==> src/rtl/dbgcmp_pkg.sv <==
package dbgcmp_pkg;
  localparam int RA_W       = 5;   // register address width in a packet
  localparam int UNIT_SPAN  = 8;   // address stride between units
  localparam int SEL_W      = 3;   // register select width inside a unit

  typedef enum logic [SEL_W-1:0] {
    SEL_AVAL = 3'd0,
    SEL_AMSK = 3'd1,
    SEL_DVAL = 3'd2,
    SEL_DMSK = 3'd3,
    SEL_CTRL = 3'd4
  } unit_sel_e;

  localparam logic [RA_W-1:0] GCTRL_ADDR = 5'd16;
  localparam logic [RA_W-1:0] STAT_ADDR  = 5'd17;

  // unit control bit positions
  localparam int UC_EN     = 0;
  localparam int UC_WP     = 1;
  localparam int UC_WR     = 2;
  localparam int UC_ANYDIR = 3;
  localparam int UC_W      = 4;
endpackage

==> src/rtl/dbgcmp_sync.sv <==
module dbgcmp_sync (
  input  logic clk,
  input  logic rst,
  input  logic async_in,
  output logic sync_out
);
  logic stage1_q, stage2_q;

  always_ff @(posedge clk) begin
    if (rst) begin
      stage1_q <= 1'b0;
      stage2_q <= 1'b0;
    end else begin
      stage1_q <= async_in;
      stage2_q <= stage1_q;
    end
  end

  assign sync_out = stage2_q;
endmodule

==> src/rtl/dbgcmp_scan.sv <==
module dbgcmp_scan #(
  parameter int DW   = 32,
  parameter int RA_W = 5
) (
  input  logic            clk,
  input  logic            rst,
  input  logic            capture,
  input  logic            shift,
  input  logic            update,
  input  logic            tdi,
  input  logic [DW-1:0]   cap_data,
  output logic            tdo,
  output logic            wr_stb,
  output logic [RA_W-1:0] wr_addr,
  output logic [DW-1:0]   wr_data,
  output logic [RA_W-1:0] rd_addr
);
  localparam int PW = DW + RA_W + 1;

  logic [PW-1:0]   chain_q;
  logic [RA_W-1:0] rd_sel_q;

  always_ff @(posedge clk) begin
    if (rst) begin
      chain_q  <= '0;
      rd_sel_q <= '0;
    end else begin
      if (capture)
        chain_q <= {1'b0, rd_sel_q, cap_data};
      else if (shift)
        chain_q <= {tdi, chain_q[PW-1:1]};
      if (update && !chain_q[PW-1])
        rd_sel_q <= chain_q[DW +: RA_W];
    end
  end

  assign tdo     = chain_q[0];
  assign wr_stb  = update && chain_q[PW-1];
  assign wr_addr = chain_q[DW +: RA_W];
  assign wr_data = chain_q[DW-1:0];
  assign rd_addr = rd_sel_q;

  // the first bit out after a capture is bit 0 of the captured register
  a_r3_capture_lsb: assert property (@(posedge clk) disable iff (rst)
    capture |=> (tdo == $past(cap_data[0])));
endmodule

==> src/rtl/dbgcmp_unit.sv <==
module dbgcmp_unit
  import dbgcmp_pkg::*;
#(
  parameter int AW = 32,
  parameter int DW = 32
) (
  input  logic             clk,
  input  logic             rst,
  input  logic             wr_en,
  input  logic [SEL_W-1:0] wr_sel,
  input  logic [DW-1:0]    wr_data,
  input  logic [SEL_W-1:0] rd_sel,
  output logic [DW-1:0]    rd_data,
  input  logic             bus_valid,
  input  logic [AW-1:0]    bus_addr,
  input  logic [DW-1:0]    bus_data,
  input  logic             bus_fetch,
  input  logic             bus_write,
  output logic             hit
);
  logic [AW-1:0]   aval_q, amsk_q;
  logic [DW-1:0]   dval_q, dmsk_q;
  logic [UC_W-1:0] ctrl_q;

  always_ff @(posedge clk) begin
    if (rst) begin
      aval_q <= '0;
      amsk_q <= '0;
      dval_q <= '0;
      dmsk_q <= '0;
      ctrl_q <= '0;
    end else if (wr_en) begin
      case (unit_sel_e'(wr_sel))
        SEL_AVAL: aval_q <= AW'(wr_data);
        SEL_AMSK: amsk_q <= AW'(wr_data);
        SEL_DVAL: dval_q <= wr_data;
        SEL_DMSK: dmsk_q <= wr_data;
        SEL_CTRL: ctrl_q <= wr_data[UC_W-1:0];
        default:  ;
      endcase
    end
  end

  always_comb begin
    case (unit_sel_e'(rd_sel))
      SEL_AVAL: rd_data = DW'(aval_q);
      SEL_AMSK: rd_data = DW'(amsk_q);
      SEL_DVAL: rd_data = dval_q;
      SEL_DMSK: rd_data = dmsk_q;
      SEL_CTRL: rd_data = DW'(ctrl_q);
      default:  rd_data = '0;
    endcase
  end

  logic addr_ok, data_ok, kind_ok, dir_ok;

  always_comb begin
    addr_ok = ((bus_addr ^ aval_q) & ~amsk_q) == '0;
    data_ok = ((bus_data ^ dval_q) & ~dmsk_q) == '0;
    dir_ok  = ctrl_q[UC_ANYDIR] || (bus_write == ctrl_q[UC_WR]);
    kind_ok = ctrl_q[UC_WP] ? (!bus_fetch && dir_ok) : bus_fetch;
    hit     = bus_valid && ctrl_q[UC_EN] && addr_ok && data_ok && kind_ok;
  end

  // a disabled unit stays silent
  a_r8_disabled_quiet: assert property (@(posedge clk) disable iff (rst)
    !ctrl_q[UC_EN] |-> !hit);
  // no match without a valid access
  a_r4_needs_valid: assert property (@(posedge clk) disable iff (rst)
    hit |-> bus_valid);
endmodule

==> src/rtl/dbgcmp_top.sv <==
module dbgcmp_top
  import dbgcmp_pkg::*;
#(
  parameter int AW        = 32,
  parameter int DW        = 32,
  parameter int NUM_UNITS = 2
) (
  input  logic             clk,
  input  logic             rst,
  input  logic             scan_capture,
  input  logic             scan_shift,
  input  logic             scan_update,
  input  logic             scan_tdi,
  output logic             scan_tdo,
  input  logic             bus_valid,
  input  logic [AW-1:0]    bus_addr,
  input  logic [DW-1:0]    bus_data,
  input  logic             bus_fetch,
  input  logic             bus_write,
  input  logic             ext_dbg_req,
  output logic             halt_req,
  output logic [NUM_UNITS:0] halt_cause
);
  localparam int NC    = NUM_UNITS + 1;
  localparam int UHI_W = RA_W - SEL_W;

  logic            wr_stb;
  logic [RA_W-1:0] wr_addr, rd_addr;
  logic [DW-1:0]   wr_data, cap_data;

  logic [NUM_UNITS-1:0] unit_hit;
  logic [DW-1:0]        unit_rd [NUM_UNITS];

  logic ext_sync;
  logic ext_en_q;
  logic [NC-1:0] stat_q, stat_nxt, set_v, clr_v;
  logic halt_q;

  dbgcmp_scan #(.DW(DW), .RA_W(RA_W)) u_scan (
    .clk(clk), .rst(rst),
    .capture(scan_capture), .shift(scan_shift), .update(scan_update),
    .tdi(scan_tdi), .cap_data(cap_data), .tdo(scan_tdo),
    .wr_stb(wr_stb), .wr_addr(wr_addr), .wr_data(wr_data), .rd_addr(rd_addr)
  );

  dbgcmp_sync u_sync (
    .clk(clk), .rst(rst), .async_in(ext_dbg_req), .sync_out(ext_sync)
  );

  for (genvar u = 0; u < NUM_UNITS; u++) begin : g_unit
    logic sel_me;
    assign sel_me = (wr_addr[RA_W-1:SEL_W] == UHI_W'(u)) &&
                    (wr_addr[SEL_W-1:0] <= SEL_W'(SEL_CTRL));
    dbgcmp_unit #(.AW(AW), .DW(DW)) u_cmp (
      .clk(clk), .rst(rst),
      .wr_en(wr_stb && sel_me), .wr_sel(wr_addr[SEL_W-1:0]),
      .wr_data(wr_data), .rd_sel(rd_addr[SEL_W-1:0]), .rd_data(unit_rd[u]),
      .bus_valid(bus_valid), .bus_addr(bus_addr), .bus_data(bus_data),
      .bus_fetch(bus_fetch), .bus_write(bus_write), .hit(unit_hit[u])
    );
  end

  always_comb begin
    cap_data = '0;
    if (rd_addr == GCTRL_ADDR)
      cap_data = DW'(ext_en_q);
    else if (rd_addr == STAT_ADDR)
      cap_data = DW'(stat_q);
    else
      for (int u = 0; u < NUM_UNITS; u++)
        if (rd_addr[RA_W-1:SEL_W] == UHI_W'(u)) cap_data = unit_rd[u];
  end

  always_comb begin
    set_v    = {ext_sync && ext_en_q, unit_hit};
    clr_v    = (wr_stb && wr_addr == STAT_ADDR) ? wr_data[NC-1:0] : '0;
    stat_nxt = (stat_q & ~clr_v) | set_v;
  end

  always_ff @(posedge clk) begin
    if (rst) begin
      stat_q   <= '0;
      halt_q   <= 1'b0;
      ext_en_q <= 1'b1;
    end else begin
      stat_q <= stat_nxt;
      halt_q <= |stat_nxt;
      if (wr_stb && wr_addr == GCTRL_ADDR) ext_en_q <= wr_data[0];
    end
  end

  assign halt_req   = halt_q;
  assign halt_cause = stat_q;

  // the halt line follows the recorded causes
  a_r11_halt_is_or: assert property (@(posedge clk) disable iff (rst)
    halt_req == (|halt_cause));
  // without a status write no cause bit falls
  a_r10_sticky: assert property (@(posedge clk) disable iff (rst)
    !(wr_stb && wr_addr == STAT_ADDR) |=>
      ((halt_cause & $past(halt_cause)) == $past(halt_cause)));
  // an external cause only appears while the request is enabled
  a_r9_ext_gated: assert property (@(posedge clk) disable iff (rst)
    $rose(halt_cause[NC-1]) |-> $past(ext_en_q));
endmodule

==> config.mk <==
export PLATFORM = sky130hd
export DESIGN_NAME = dbgcmp_top
export DESIGN_NICKNAME = d
export VERILOG_FILES = /design/src/rtl/dbgcmp_pkg.sv /design/src/rtl/dbgcmp_sync.sv /design/src/rtl/dbgcmp_scan.sv /design/src/rtl/dbgcmp_unit.sv /design/src/rtl/dbgcmp_top.sv
export SDC_FILE = /design/constraint.sdc
export NUM_CORES = 1
export LEC_CHECK = 0
export ABC_CLOCK_PERIOD_IN_PS = 2200
export BUFFER_PORTS_ARGS = -buffer_cell sky130_fd_sc_hd__clkbuf_2
export CAP_MARGIN = 30
export CORE_ASPECT_RATIO = 1.5
export CORE_UTILIZATION = 26
export DETAILED_ROUTE_END_ITERATION = 10
export PLACE_DENSITY = 0.39
export REMOVE_ABC_BUFFERS = 1
export SYNTH_ARGS = -nofsm -noshare
export SYNTH_HDL_FRONTEND = slang
export SYNTH_SLANG_ARGS = --single-unit
==> constraint.sdc <==
create_clock -name clk -period 2.2 [get_ports clk]
set_input_delay 0.44 -clock clk [delete_from_list [all_inputs] [get_ports clk]]
set_output_delay 0.44 -clock clk [all_outputs]
set_load 0.02 [all_outputs]
==> metrics <==
outcome completed; CP Class reg2reg; Final GP Congestion 0.850; worst skew pair latency 0.55 ns; Final Power ~13000 µW; Post-synth EDFFs 0; setup TNS 0 ns; largest net degree at the start of global routing 115; WP buf/inv 2; PwrDens between 700 and 800 nW/µm²; headroom to the max-slew limit 42.2%; Leak 0.00572 µW; grt ovf 0; Reg2Reg Setup Slack 0.12 ns; Final Cycle Share 94.7%; CP peak stage delay 0.42 ns; number of max-slew violations in the final report 0; CP Cell Sequence xnor2_1 > buf_4 > o22ai_1 > nor4_2 > buf_4 > nand4_1 > or3_1 > nand4_1; cells after synthesis roughly 1900; TritonCTS buffer count 36; critical path startpoint category flip-flop; reg-to-reg endpoint halt_req; top-count cell post-synth nand2_1; Nets 1967; Worst Path Required approximately 2.7 ns; Vias 13600; Final Hold Fails 0; crit path max-delay cell type or3_1; Post-Route WL ~69 mm; routed len/inst 25.6 µm; Synth area leaders dfxtp_1 (41%), nand2_1 (13%), a21oi_1 (10%); max-cap violations 0; Finish-stage setup viols 0; clock-pin slew on the worst setup and hold paths 0.06 ns; Synth Area per Inst 8.23 µm²; sequential share of the synthesized area between 40 and 50%; Critical path origin g_unit[0].u_cmp.aval_q[16]; H-Tree Depth 2; first-pass GRT wire length 99.7 mm; die area 60000 µm²; CP arrival between 2 and 3 ns; final worst slack 0.118 ns; Hold Path Class in2reg; synthesis-stage register bit count 314; Initial Utilization roughly a quarter; die width 200 µm; WP depth 8; DR vias/cell 5.08; pre-CTS WS -0.324 ns; Antenna Cells 0; drt first pass iters 5; RSZ-0062 raised after global routing false; Distinct cells, synth 58; DRT antenna net count 0; TritonCTS clock tree yes; CP endpoint kind flip-flop; initial antenna violation count 0; worst-margin pin slew 0.868 ns; ratio of cells with drive above 1 in the final layout 15.5%; vias in the first global route 13900; Hold Crit Depth 2; DP Cell Count 2625; Clock Tree Root clkbuf_16; r2r startpoint g_unit[0].u_cmp.aval_q[16]; minimum clock period roughly 2.1 ns; boundary pin count 79; Synth area leader dfxtp_1; CTS max path bufs 3; DRC 0; synthesized cell area 15400 µm²; Main synth FF type dfxtp_1; synth cell count leaders nand2_1 (533), a21oi_1 (316), dfxtp_1 (314), xnor2_1 (130), clkbuf_1 (100); die height 300 µm; Clock Skews roughly 0.023 ns; FFs w/ async S/R, synth 0%; Crit path max-delay family simple AND/OR/NAND/NOR gates; TritonCTS Sinks 314; share of Yosys cell area claimed by the top area cell type between 40% and 50%; CP Max Fanout 3; core area 58100 µm²; f_max 480 MHz; Layout area overhead 17.2%; DR iter-0 viols 1067; crit path to halt_req; DPL Wire Length 44.3 mm; number of port buffers 78; Rows 108; final non-filler cell total about 2700; worst hold slack between 0.1 and 0.15 ns; IR Drop Worst-Case VDD 0.428 mV; R2R cell count 8; All-Layer GR Usage 22.8%; hold buffer count at cts 0; synth warn 0
-- layout by cell type, fill, tap and decap left out, types with 4 or more instances in the layout --
cell type and instances:
inv_1 29, mux2i_1 20, o21ai_0 6, o22ai_1 61, o211ai_1 4, a211oi_1 7
nand2_1 530, nand2b_1 4, nor2_1 59, a22o_1 27, clkbuf_2 77, dfxtp_1 312
nor4_1 14, nor3_1 30, a21oi_1 316, nor2_4 4, mux4_2 58, nand3_1 8
clkbuf_8 11, a22oi_1 8, xnor2_1 130, buf_4 47, nor2b_1 11, clkbuf_16 37
buf_12 26, clkbuf_1 11
-- how the worst min path moves through the flow --
stage | startpoint | to
2_1_floorplan | u_sync.stage1_q | u_sync.sync_out
3_3_place_gp | u_sync.stage1_q | u_sync.sync_out
3_5_place_dp | u_sync.stage1_q | u_sync.sync_out
4_1_cts | ext_dbg_req | u_sync.stage1_q
5_1_grt | ext_dbg_req | u_sync.stage1_q
6_report | ext_dbg_req | u_sync.stage1_q
-- registers in the layout, summed over array words and instances, names as in the netlist --
register and cells:
ext_en_q 1, g_unit.u_cmp.amsk_q 64, g_unit.u_cmp.dval_q 64, u_scan.rd_addr 5, u_scan.chain_q 38, g_unit.u_cmp.ctrl_q 8
halt_req 1, u_sync.sync_out 1, halt_cause 3, g_unit.u_cmp.dmsk_q 64, u_sync.stage1_q 1, g_unit.u_cmp.aval_q 64
-- per-stage QoR --
stage	utilization [%]	cell area, µm²
finish	31.0	18000
global route	31.0	18000
CTS	31.0	18000
detailed placement	29.0	16800
global placement	28.9	16800
floorplan	-	14500
-- per-layer routing --
layer	vias to the layer above	track usage (%)	part of all wire [%]
li1	6398	-	-
met1	6702	27.0	40
met2	418	39.8	49
met3	130	3.07	5.0
met4	0	12.7	5.8
met5	-	0	0
-- final cells by class --
| class | count | area, µm² |
|---|---|---|
| inverter | 31 | 116 |
| clock buffer | 59 | 1120 |
| fill | 6245 | 40100 |
| multi-input combinational | 1358 | 8190 |
| clock inverter | 4 | 31.3 |
| timing repair buffer | 152 | 1290 |
| sequential | 314 | 6290 |
| tap | 770 | 963 |
-- report_power, final --
group	internal, µW	leakage, µW	switching, µW
Combinational	305	0.00262	584
Sequential	5720	0.00254	93.6
Clock	3480	0.000566	2570
Total	9500	0.00572	3240
-- kinds of logic after synthesis --
| family | after synthesis | share of synthesized area, % |
|---|---|---|
| xor gates and xnor gates | 130 | 7.42 |
| muxes | 83 | 10.2 |
| buffers and inverters | 194 | 6.07 |
| AOI/OAI and AO/OA | 449 | 16.5 |
| DFF | 314 | 40.9 |
| and+or+nand+nor | 696 | 18.8 |
-- repair_timing --
item	4_1_cts	5_1_grt
hold endpoints to repair	0	0
pin swaps	0	1
gates resized for setup	1	1
setup endpoints to repair	2	1
buffers inserted	0	0
(Power assumes the default switching activity.)
